$ cat src/rtl/rtc_regfile_pkg.sv
package rtc_regfile_pkg;

    localparam int IDX_W  = 8;
    localparam int NFIELD = 8;

    localparam logic [IDX_W-1:0] A_ALARM0 = 8'h08;
    localparam logic [IDX_W-1:0] A_CTLA   = 8'h0B;
    localparam logic [IDX_W-1:0] A_CTLB   = 8'h0C;
    localparam logic [IDX_W-1:0] X_EXTA   = 8'h08;
    localparam logic [IDX_W-1:0] X_EXTB   = 8'h09;

    localparam int CB_FREEZE = 7;
    localparam int CB_DM     = 2;
    localparam int CA_UIP    = 7;
    localparam int CA_BANK   = 4;
    localparam int XA_INCR   = 6;
    localparam logic [7:0] XA_WMASK = 8'h2F;

    typedef enum logic [3:0] {
        RG_NONE, RG_TIME, RG_ALARM, RG_CTLA, RG_CTLB,
        RG_RAM, RG_ID, RG_EXTA, RG_EXTB
    } rg_kind_e;

    typedef struct packed {
        rg_kind_e         kind;
        logic [IDX_W-1:0] idx;
    } rg_hit_t;

    function automatic logic [7:0] to_bcd(input logic [7:0] v);
        return {4'(v / 8'd10), 4'(v % 8'd10)};
    endfunction

endpackage

$ cat src/rtl/rtc_bank_decode.sv
module rtc_bank_decode
    import rtc_regfile_pkg::*;
#(
    parameter int ADDR_W   = 7,
    parameter int RAM_BASE = 16,
    parameter int EXT_BASE = 64
) (
    input  logic [ADDR_W-1:0] addr,
    input  logic              bank,
    output rg_hit_t           hit
);
    localparam logic [IDX_W-1:0] RB = IDX_W'(RAM_BASE);
    localparam logic [IDX_W-1:0] XB = IDX_W'(EXT_BASE);

    logic [IDX_W-1:0] a;

    always_comb begin
        a        = IDX_W'(addr);
        hit.kind = RG_NONE;
        hit.idx  = a;
        if (a < A_ALARM0) begin
            hit.kind = RG_TIME;
        end else if (a < A_CTLA) begin
            hit.kind = RG_ALARM;
            hit.idx  = a - A_ALARM0;
        end else if (a == A_CTLA) begin
            hit.kind = RG_CTLA;
        end else if (a == A_CTLB) begin
            hit.kind = RG_CTLB;
        end else if (a < RB) begin
            hit.kind = RG_NONE;
        end else if (a < XB || !bank) begin
            hit.kind = RG_RAM;
            hit.idx  = a - RB;
        end else if (a - XB < X_EXTA) begin
            hit.kind = RG_ID;
            hit.idx  = a - XB;
        end else if (a - XB == X_EXTA) begin
            hit.kind = RG_EXTA;
        end else if (a - XB == X_EXTB) begin
            hit.kind = RG_EXTB;
        end
    end
endmodule

$ cat src/rtl/rtc_time_bank.sv
module rtc_time_bank
    import rtc_regfile_pkg::*;
#(
    parameter int NF = NFIELD
) (
    input  logic                  clk,
    input  logic                  rst,
    input  logic                  host_we,
    input  logic [2:0]            host_idx,
    input  logic [7:0]            host_data,
    input  logic                  carry,
    input  logic                  freeze,
    input  logic                  bin_mode,
    input  logic [NF*8-1:0]       next_time,
    output logic [NF*8-1:0]       time_q
);
    for (genvar g = 0; g < NF; g++) begin : g_field
        logic [7:0] nb;
        assign nb = next_time[g*8 +: 8];
        always_ff @(posedge clk) begin
            if (rst) begin
                time_q[g*8 +: 8] <= '0;
            end else if (freeze) begin
                if (host_we && host_idx == 3'(g))
                    time_q[g*8 +: 8] <= host_data;
            end else if (carry) begin
                time_q[g*8 +: 8] <= bin_mode ? nb : to_bcd(nb);
            end
        end
    end
endmodule

$ cat src/rtl/rtc_nv_ram.sv
module rtc_nv_ram #(
    parameter int DEPTH = 112,
    parameter int AW    = 7
) (
    input  logic          clk,
    input  logic          we,
    input  logic [AW-1:0] idx,
    input  logic [7:0]    wdata,
    output logic [7:0]    rdata
);
    logic [7:0] mem [DEPTH];

    always_ff @(posedge clk) begin
        if (we)
            mem[idx] <= wdata;
    end

    assign rdata = mem[idx];
endmodule

$ cat src/rtl/rtc_regfile.sv
module rtc_regfile
    import rtc_regfile_pkg::*;
#(
    parameter int          ADDR_W   = 7,
    parameter int          RAM_BASE = 16,
    parameter int          EXT_BASE = 64,
    parameter logic [63:0] ID_BYTES = 64'h5A0F1E2D3C4B6987
) (
    input  logic              clk,
    input  logic              rst,
    input  logic [ADDR_W-1:0] bus_addr,
    input  logic              bus_rd,
    input  logic              bus_wr,
    input  logic [7:0]        bus_wdata,
    output logic [7:0]        bus_rdata,
    input  logic              cnt_pre,
    input  logic              cnt_carry,
    input  logic [63:0]       cnt_time,
    output logic [63:0]       time_q,
    output logic [23:0]       alarm_q,
    output logic [7:0]        ctrl_b_q
);
    localparam int RAM_DEPTH = (2 ** ADDR_W) - RAM_BASE;
    localparam int RAM_AW    = $clog2(RAM_DEPTH);

    rg_hit_t     hit;
    logic [6:0]  ctrl_a_q;
    logic [7:0]  ext_a_q;
    logic [7:0]  ext_b_q;
    logic [63:0] id_q;
    logic [7:0]  ram_rd;
    logic [7:0]  rd_val;
    logic        uip;

    rtc_bank_decode #(
        .ADDR_W  (ADDR_W),
        .RAM_BASE(RAM_BASE),
        .EXT_BASE(EXT_BASE)
    ) u_dec (
        .addr(bus_addr),
        .bank(ctrl_a_q[CA_BANK]),
        .hit (hit)
    );

    rtc_time_bank #(.NF(NFIELD)) u_time (
        .clk      (clk),
        .rst      (rst),
        .host_we  (bus_wr && hit.kind == RG_TIME),
        .host_idx (hit.idx[2:0]),
        .host_data(bus_wdata),
        .carry    (cnt_carry),
        .freeze   (ctrl_b_q[CB_FREEZE]),
        .bin_mode (ctrl_b_q[CB_DM]),
        .next_time(cnt_time),
        .time_q   (time_q)
    );

    rtc_nv_ram #(.DEPTH(RAM_DEPTH), .AW(RAM_AW)) u_ram (
        .clk  (clk),
        .we   (bus_wr && hit.kind == RG_RAM),
        .idx  (RAM_AW'(hit.idx)),
        .wdata(bus_wdata),
        .rdata(ram_rd)
    );

    always_ff @(posedge clk) begin
        if (rst) begin
            ctrl_a_q <= '0;
            ctrl_b_q <= '0;
            ext_a_q  <= '0;
            ext_b_q  <= '0;
            alarm_q  <= '0;
            id_q     <= ID_BYTES;
        end else if (bus_wr) begin
            unique case (hit.kind)
                RG_CTLA:  ctrl_a_q <= bus_wdata[6:0];
                RG_CTLB:  ctrl_b_q <= bus_wdata;
                RG_EXTA:  ext_a_q  <= bus_wdata & XA_WMASK;
                RG_EXTB:  ext_b_q  <= bus_wdata;
                RG_ALARM: alarm_q[{hit.idx[1:0], 3'b000} +: 8] <= bus_wdata;
                default:  ;
            endcase
        end
    end

    assign uip = cnt_pre || cnt_carry;

    always_comb begin
        rd_val = '0;
        unique case (hit.kind)
            RG_TIME:  rd_val = time_q[{hit.idx[2:0], 3'b000} +: 8];
            RG_ALARM: rd_val = alarm_q[{hit.idx[1:0], 3'b000} +: 8];
            RG_CTLA:  rd_val = {uip, ctrl_a_q};
            RG_CTLB:  rd_val = ctrl_b_q;
            RG_RAM:   rd_val = ram_rd;
            RG_ID:    rd_val = id_q[{hit.idx[2:0], 3'b000} +: 8];
            RG_EXTA: begin
                rd_val          = ext_a_q & XA_WMASK;
                rd_val[XA_INCR] = cnt_pre;
            end
            RG_EXTB:  rd_val = ext_b_q;
            default:  rd_val = '0;
        endcase
    end

    always_ff @(posedge clk) begin
        if (rst)
            bus_rdata <= '0;
        else if (bus_rd)
            bus_rdata <= rd_val;
    end
endmodule

$ cat config.mk
export PLATFORM = sky130hd
export DESIGN_NAME = rtc_regfile
export DESIGN_NICKNAME = d
export VERILOG_FILES = /design/src/rtl/rtc_regfile_pkg.sv /design/src/rtl/rtc_bank_decode.sv /design/src/rtl/rtc_time_bank.sv /design/src/rtl/rtc_nv_ram.sv /design/src/rtl/rtc_regfile.sv
export SDC_FILE = /design/constraint.sdc
export NUM_CORES = 1
export LEC_CHECK = 0
export BUFFER_PORTS_ARGS = -buffer_cell sky130_fd_sc_hd__buf_2
export CAP_MARGIN = 15
export CORE_AREA = 2 2 278 280
export DETAILED_ROUTE_END_ITERATION = 16
export DIE_AREA = 0 0 280 282
export GPL_TIMING_DRIVEN = 0
export MAX_ROUTING_LAYER = met4
export PLACE_DENSITY = 0.77
export SLEW_MARGIN = 20
export SYNTH_ARGS = -nofsm -noshare
export SYNTH_HDL_FRONTEND = slang
export SYNTH_SLANG_ARGS = --single-unit
$ cat constraint.sdc
create_clock -name clk -period 6.3 [get_ports clk]
set_clock_uncertainty 0.2 [all_clocks]
set_input_delay 0.315 -clock clk [delete_from_list [all_inputs] [get_ports clk]]
set_output_delay 0.315 -clock clk [all_outputs]
set_load 0.05 [all_outputs]
== Word-level counts from Yosys, hierarchy flattened ==
Memory sizes are Yosys's and may differ from the RTL's.
Cells that the tools add are included.
Word-level totals
  bits in registers: 124
  bits in latches: 0
  RAM bits: 896
  ROM bits: 0
  bits of input ports: 85
  output and inout port bits: 104
  word-level logic and storage cells: 150
  memories kept: 1
Operators by class
  add/subtract/negate cells: 4
  multipliers: 0
  divide/modulo/power cells: 16
  order comparisons: 5
  eq/ne operators: 27
  shift operators: 5
  muxes and demuxes: 50
  bitwise operators: 0
  reduce and logical (&&, ||, !) cells: 28
Memory list
  u_ram.mem: words 112, width 8, read ports 1, clocked after memory_dff 0, wr ports 1, line rtc_nv_ram.sv:11  | logic [7:0] mem [DEPTH];
Operators by type and width (count)
  2-to-1 mux 8 bit: 36
  divider 8 x 4 -> 8 bit (second input constant): 8
  remainder unit 8 x 4 -> 8 bit (second input constant): 8
  one-hot mux 8 bit (8 select lines): 1
  indexed part select 64 x 7 -> 8 bit: 1
  indexed part select 64 x 7 -> 8 bit (first input constant): 1
  2-to-1 mux 4 bit: 7
  AND reduction 2 bit: 13
  bitwise mux 24 bit: 1
  2-to-1 mux 12 bit: 2
  variable shift 8 x 7 -> 24 bit (first input constant): 1
  indexed part select 24 x 6 -> 8 bit: 1
  indexed part select 8 x 7 -> 24 bit: 1
  equality test 4 x 3 -> 1 bit (second input constant): 4
  equality test 8 x 4 -> 1 bit (second input constant): 2
  != test 2 x 1 -> 1 bit (second input constant): 8
  equality test 7 x 4 -> 1 bit (second input constant): 2
  less-than comparator 7 x 4 -> 1 bit (second input constant): 2
  equality test 3 bit (second input constant): 4
  logical AND 1 bit: 10
  equality test 4 x 2 -> 1 bit (second input constant): 2
  less-than comparator 8 x 4 -> 1 bit (second input constant): 1
  subtractor 7 x 4 -> 8 bit (second input constant): 1
  subtractor 7 x 5 -> 8 bit (second input constant): 1
  other kinds (14): 17

== Longest topological paths before layout ==
  word-level depth: 16
  mapped depth: 21
  gate-level depth less buffers: 12

== Modules after synthesis ==
Synthesis repeated with hierarchy kept, for this count alone.
Second synthesis, totals
  cell total of the unflattened synthesis: 3652
  area total of the unflattened synthesis: 46427.0 um^2
By module, submodules not included
  rtc_nv_ram: times used 1, cells an instance 2073, area an instance 34974.8 um^2, seq. area each 26905.8 um^2
  rtc_time_bank: times used 1, cells an instance 1076, area an instance 7181.9 um^2, seq. area each 1281.2 um^2
  rtc_regfile: times used 1, cells an instance 437, area an instance 3777.4 um^2, seq. area each 1201.2 um^2
  rtc_bank_decode: times used 1, cells an instance 66, area an instance 493.0 um^2, seq. area each 0.0 um^2

== Worst setup path before layout ==
Ideal clock, no wire load.
  path kind: in2reg
  start point: in bus_addr[0]
  end point: mem u_ram.mem[100][0] (enable)
  library setup time: 370 ps
  arrival time: 4235 ps
  required time: 5730 ps
  setup slack: 1495 ps
  stages: 18
  buffers on the path: 9
  cell sequence: buf_6 -> buf_2 -> buf_2 -> buf_2 -> buf_2 -> inv_1 -> buf_2 -> ha_1 -> a41o_1 -> a222oi_1 -> nand3_1 -> and2_1 -> clkbuf_1 -> nand2b_1 -> clkbuf_1 -> or3_1 -> clkbuf_1 -> nor2_1
On the way
  longest elaborated chain between the ends: 15
  elaborated cells between the ends (all ways): 31
  classes of those cells: add/sub: 3; order compare: 5; eq/ne: 5; mux: 16; reduce/logical: 2
RTL lines
  from (decl): line rtc_regfile.sv:11  | input logic [ADDR_W-1:0] bus_addr,
  branches (longest 15 deep; another with subtractor 7 x 7 -> 8 bit)
  to (decl): line rtc_nv_ram.sv:11
Parallel ways; which one is timed is not known.

== Final worst setup path ==
  start point: in bus_addr[1]
  end point: mem u_ram.mem[38][0] (enable)
The elaborated chain is that of the path after synthesis.

==> metrics.log <==
[metrics] run status: completed
[metrics] top-count cell post-synth: edfxtp_1
[metrics] maximum number of pins on one net before global-route repair: 85
[metrics] Tcrit/Tclk final: 0.989
[metrics] Clock Sink Count: 1020
[metrics] number of standard cells in the final layout excluding fillers: between 4000 and 5000
[metrics] Synth area leaders: edfxtp_1, mux4_2, dfxtp_1
[metrics] maximum number of buffers from clock root to sink: 3
[metrics] root buffer cell: clkbuf_16
[metrics] Skew-Pair Late Insertion Delay: 690 ps
[metrics] final global-route overflow total: 0
[metrics] synthesized area: approximately 45000 µm²
[metrics] fraction of post-synthesis cell area in the top cell type by area: 0.595
[metrics] cell-by-cell trace of the critical path: buf_2 > clkbuf_1 > clkbuf_1 > buf_2 > buf_1 > clkbuf_1 > nand3_1 > clkbuf_2 > nor2_2
[metrics] filler instances: slightly below 5000
[metrics] minimum period implied by the final worst setup slack: roughly 6200 ps
[metrics] Slowest cell on crit path: buf_1
[metrics] Startpoint Class: primary input
[metrics] worst stage delay on the critical path: 900 ps
[metrics] metal2 WL: between 70000 and 80000 µm
[metrics] number of flip-flops and latches in the synthesized netlist: 1020
[metrics] leading cell types by count after synthesis: edfxtp_1, nor2_1, mux4_2
[metrics] Final GP Congestion: 1.08
[metrics] number of slew-limit violations in the final report: 0
[metrics] leakage power: about 17 nW
[metrics] CP Capture Type: flop
[metrics] Routed met3 length: 23300 µm
[metrics] TritonCTS clock tree: built
[metrics] std cell rows: 101
[metrics] Port Buf Inserts: 174
[metrics] total power divided by cell area: 296 nW/µm²
[metrics] average routed wire per standard cell: around 37 µm
[metrics] via count of the routed design: between 30000 and 40000
[metrics] maximum fanout along the worst path: 11
[metrics] Core Area: approximately 76000 µm²
[metrics] Routed Antenna Nets: 0
[metrics] cell type with the highest aggregate area in the netlist: edfxtp_1
[metrics] peak clock frequency supported by timing: between 150 and 200 MHz
[metrics] critical path required time: 6410 ps
[metrics] global-route usage over all layers: 0.430
[metrics] crit-path most repeated cell: clkbuf_1
[metrics] number of synthesized flops with an enable pin: about 900
[metrics] post-synthesis average cell area: about 15 µm²
[metrics] hold crit path type: primary input to flop
[metrics] share of final-layout standard cells stronger than drive strength 1: 0.213
[metrics] H-tree levels: 3
[metrics] dpl ws: -1990 ps
[metrics] number of max-capacitance violations reported: 0
[metrics] via count of the first global-routing pass: 32174
[metrics] I/O pin cnt: ~190
[metrics] IR drop worst, VDD: ~0.28 mV
[metrics] number of antenna violations at the first check in global routing: 5
[metrics] sum of negative setup slack: 0 ps
[metrics] starting density of the core: 0.598
[metrics] unrepaired setup endpoints after global routing: false
[metrics] Detail Placement HPWL: around 110000 µm
[metrics] number of violations reported at the end of detailed-routing iteration 0: around 6100
[metrics] number of endpoints with negative hold slack in the final report: 0
[metrics] final routed DRC violation total: 0
[metrics] number of setup violations in the final report: 0
[metrics] final routed wirelength across all metal layers: about 160000 µm
[metrics] Die ar.: just under 80000 µm²
[metrics] uppermost signal routing layer after detailed routing: met4
[metrics] minimum setup slack in the final design: 68.9 ps
[metrics] clock slew at reported path FFs: 60 ps
[metrics] number of unique standard cell types used by synthesis: between 80 and 90
[metrics] CP Data Arrival Time: ~6300 ps
[metrics] total design power: around 15 mW
[metrics] global-route wire length before repair: between 200000 and 250000 µm
[metrics] Area Overhead vs Synth: 13.9%
[metrics] cell count after synthesis: around 3100
[metrics] TritonCTS Buffers: 100
[metrics] Critical Setup Path Class: primary input to flop
[metrics] Synth Net Count: around 3200
[metrics] number of nets in the finished design: 3531
[metrics] Rel. slew slack: 0.155
[metrics] most frequently used flop master after synthesis: edfxtp_1
[metrics] Least-Margin Pin Slew: ~1300 ps
[metrics] fraction of the yosys area taken by sequential cells: 0.650
[metrics] final core utilization: 0.681
[metrics] die outline width: around 280 µm
[metrics] count of warnings emitted by yosys: 0
[metrics] met1 routed wirelength after detailed routing: between 50000 and 60000 µm
[metrics] Die H: ~280 µm
[metrics] number of cells after detailed placement: around 4300
[metrics] total iterations of the first detailed-routing run: 9
[metrics] share of flip-flops with an asynchronous set or reset after synthesis: 0
[metrics] per-cell via count in the routed design: between 7 and 8
through the flow:
stage / hold WS, ps / cell area, µm²
floorplan: 214 / 45200
global placement: 250 / 47300
detailed placement: 246 / 47700
CTS: 2.82 / 51300
global route: 47.9 / 51500
finish: 20.1 / 51500
metal layers:
| layer | vias to the layer above | global-route usage |
|---|---|---|
| met2 | 3405 | 0.642 |
| met1 | 16314 | 0.513 |
| met5 | - | - |
| met3 | 820 | 0.123 |
| met4 | 0 | 0.287 |
| li1 | 12962 | - |
state kept, by name, summed over array words and instances, names as in the netlist:
register	flops
u_ram.mem	896
u_time.time_q	64
alarm_q	24
bus_rdata	8
ctrl_b_q	8
ext_b_q	8
ctrl_a_q	7
ext_a_q	5
where the power goes:
| group | switching, mW | internal [mW] | total [mW] | leakage [nW] |
|---|---|---|---|---|
| Clock | 2.67 | 3.24 | 5.90 | 1.52 |
| Combinational | 1.27 | 0.549 | 1.82 | 6.31 |
| Sequential | 0.0857 | 7.42 | 7.50 | 9.07 |
| Total | 4.03 | 11.2 | 15.2 | 16.9 |
kinds of logic after synthesis:
| logic type | Yosys count | synth area share |
|---|---|---|
| mux | 316 | 0.140 |
| fa+ha+maj | 18 | 0.00465 |
| flops | 1020 | 0.650 |
| buf+inv | 268 | 0.0243 |
| compound gates | 629 | 0.0901 |
| xor+xnor | 27 | 0.00523 |
| simple gates | 838 | 0.0860 |
path summary, 6_finish.rpt:
path	from	end	slack, ps	cells past startpoint
worst max register to register	ctrl_a_q[4]	bus_rdata[3]	1670	12
worst min register to register	alarm_q[3]	alarm_q[3]	260	2
worst max-delay path	bus_addr[1]	u_ram.mem[38][0]	70	9
worst min-delay path	cnt_time[14]	u_time.time_q[14]	20	5
repair_timing:
action                                  4_1_cts  5_1_grt
setup buffers                                 2        3
resized for setup                            65       33
endpoints found under the setup margin      904      389
hold buffers                                 27        0
endpoints found under the hold margin       270        0
pin swaps                                     1        0
cells in the final DEF, fill, tap and decap left out, types with 16 or more instances in the layout:
master         Yosys  final
clkbuf_16          0    102
clkinv_1           4     23
nor2_4             0     32
a31oi_1           30     30
nor2b_1           42     42
dlygate4sd3_1      0     27
dfxtp_1          124    124
inv_1             45     45
xnor2_1           19     19
nand2b_1          29     29
nor2_1           259    213
nor3_1            61     52
nand3_1           97     94
a211oi_1          37     37
buf_4              6     21
buf_2             26    196
mux2i_1           53     53
mux4_2           253    253
a21oi_1          205    204
clkbuf_2           3     29
o21ai_0          117    117
clkbuf_1         152    149
buf_1             29     16
o22ai_1           31     31
a311oi_1          22     22
a221oi_1          17     17
edfxtp_1         896    896
and3_1            27     27
o221ai_1          18     18
nand2_1          236    235
worst max-delay path: cells and delay by family:
kind                   cells  cell delay (ps)
and+or+nand+nor            2             1450
buffers and inverters      7             4520
cell type report:
class	count	area, µm²	area share
buffer	218	968	0.0188
inverter	49	185	0.00359
timing repair buffer	217	1450	0.0281
clock buffer	122	2640	0.0512
multi-input combinational	1828	15100	0.294
sequential	1020	29400	0.570
tap	978	1220	0.0237
antenna	5	12.5	0.000243
clock inverter	56	517	0.0100
Power figures use the tool's default switching activity.
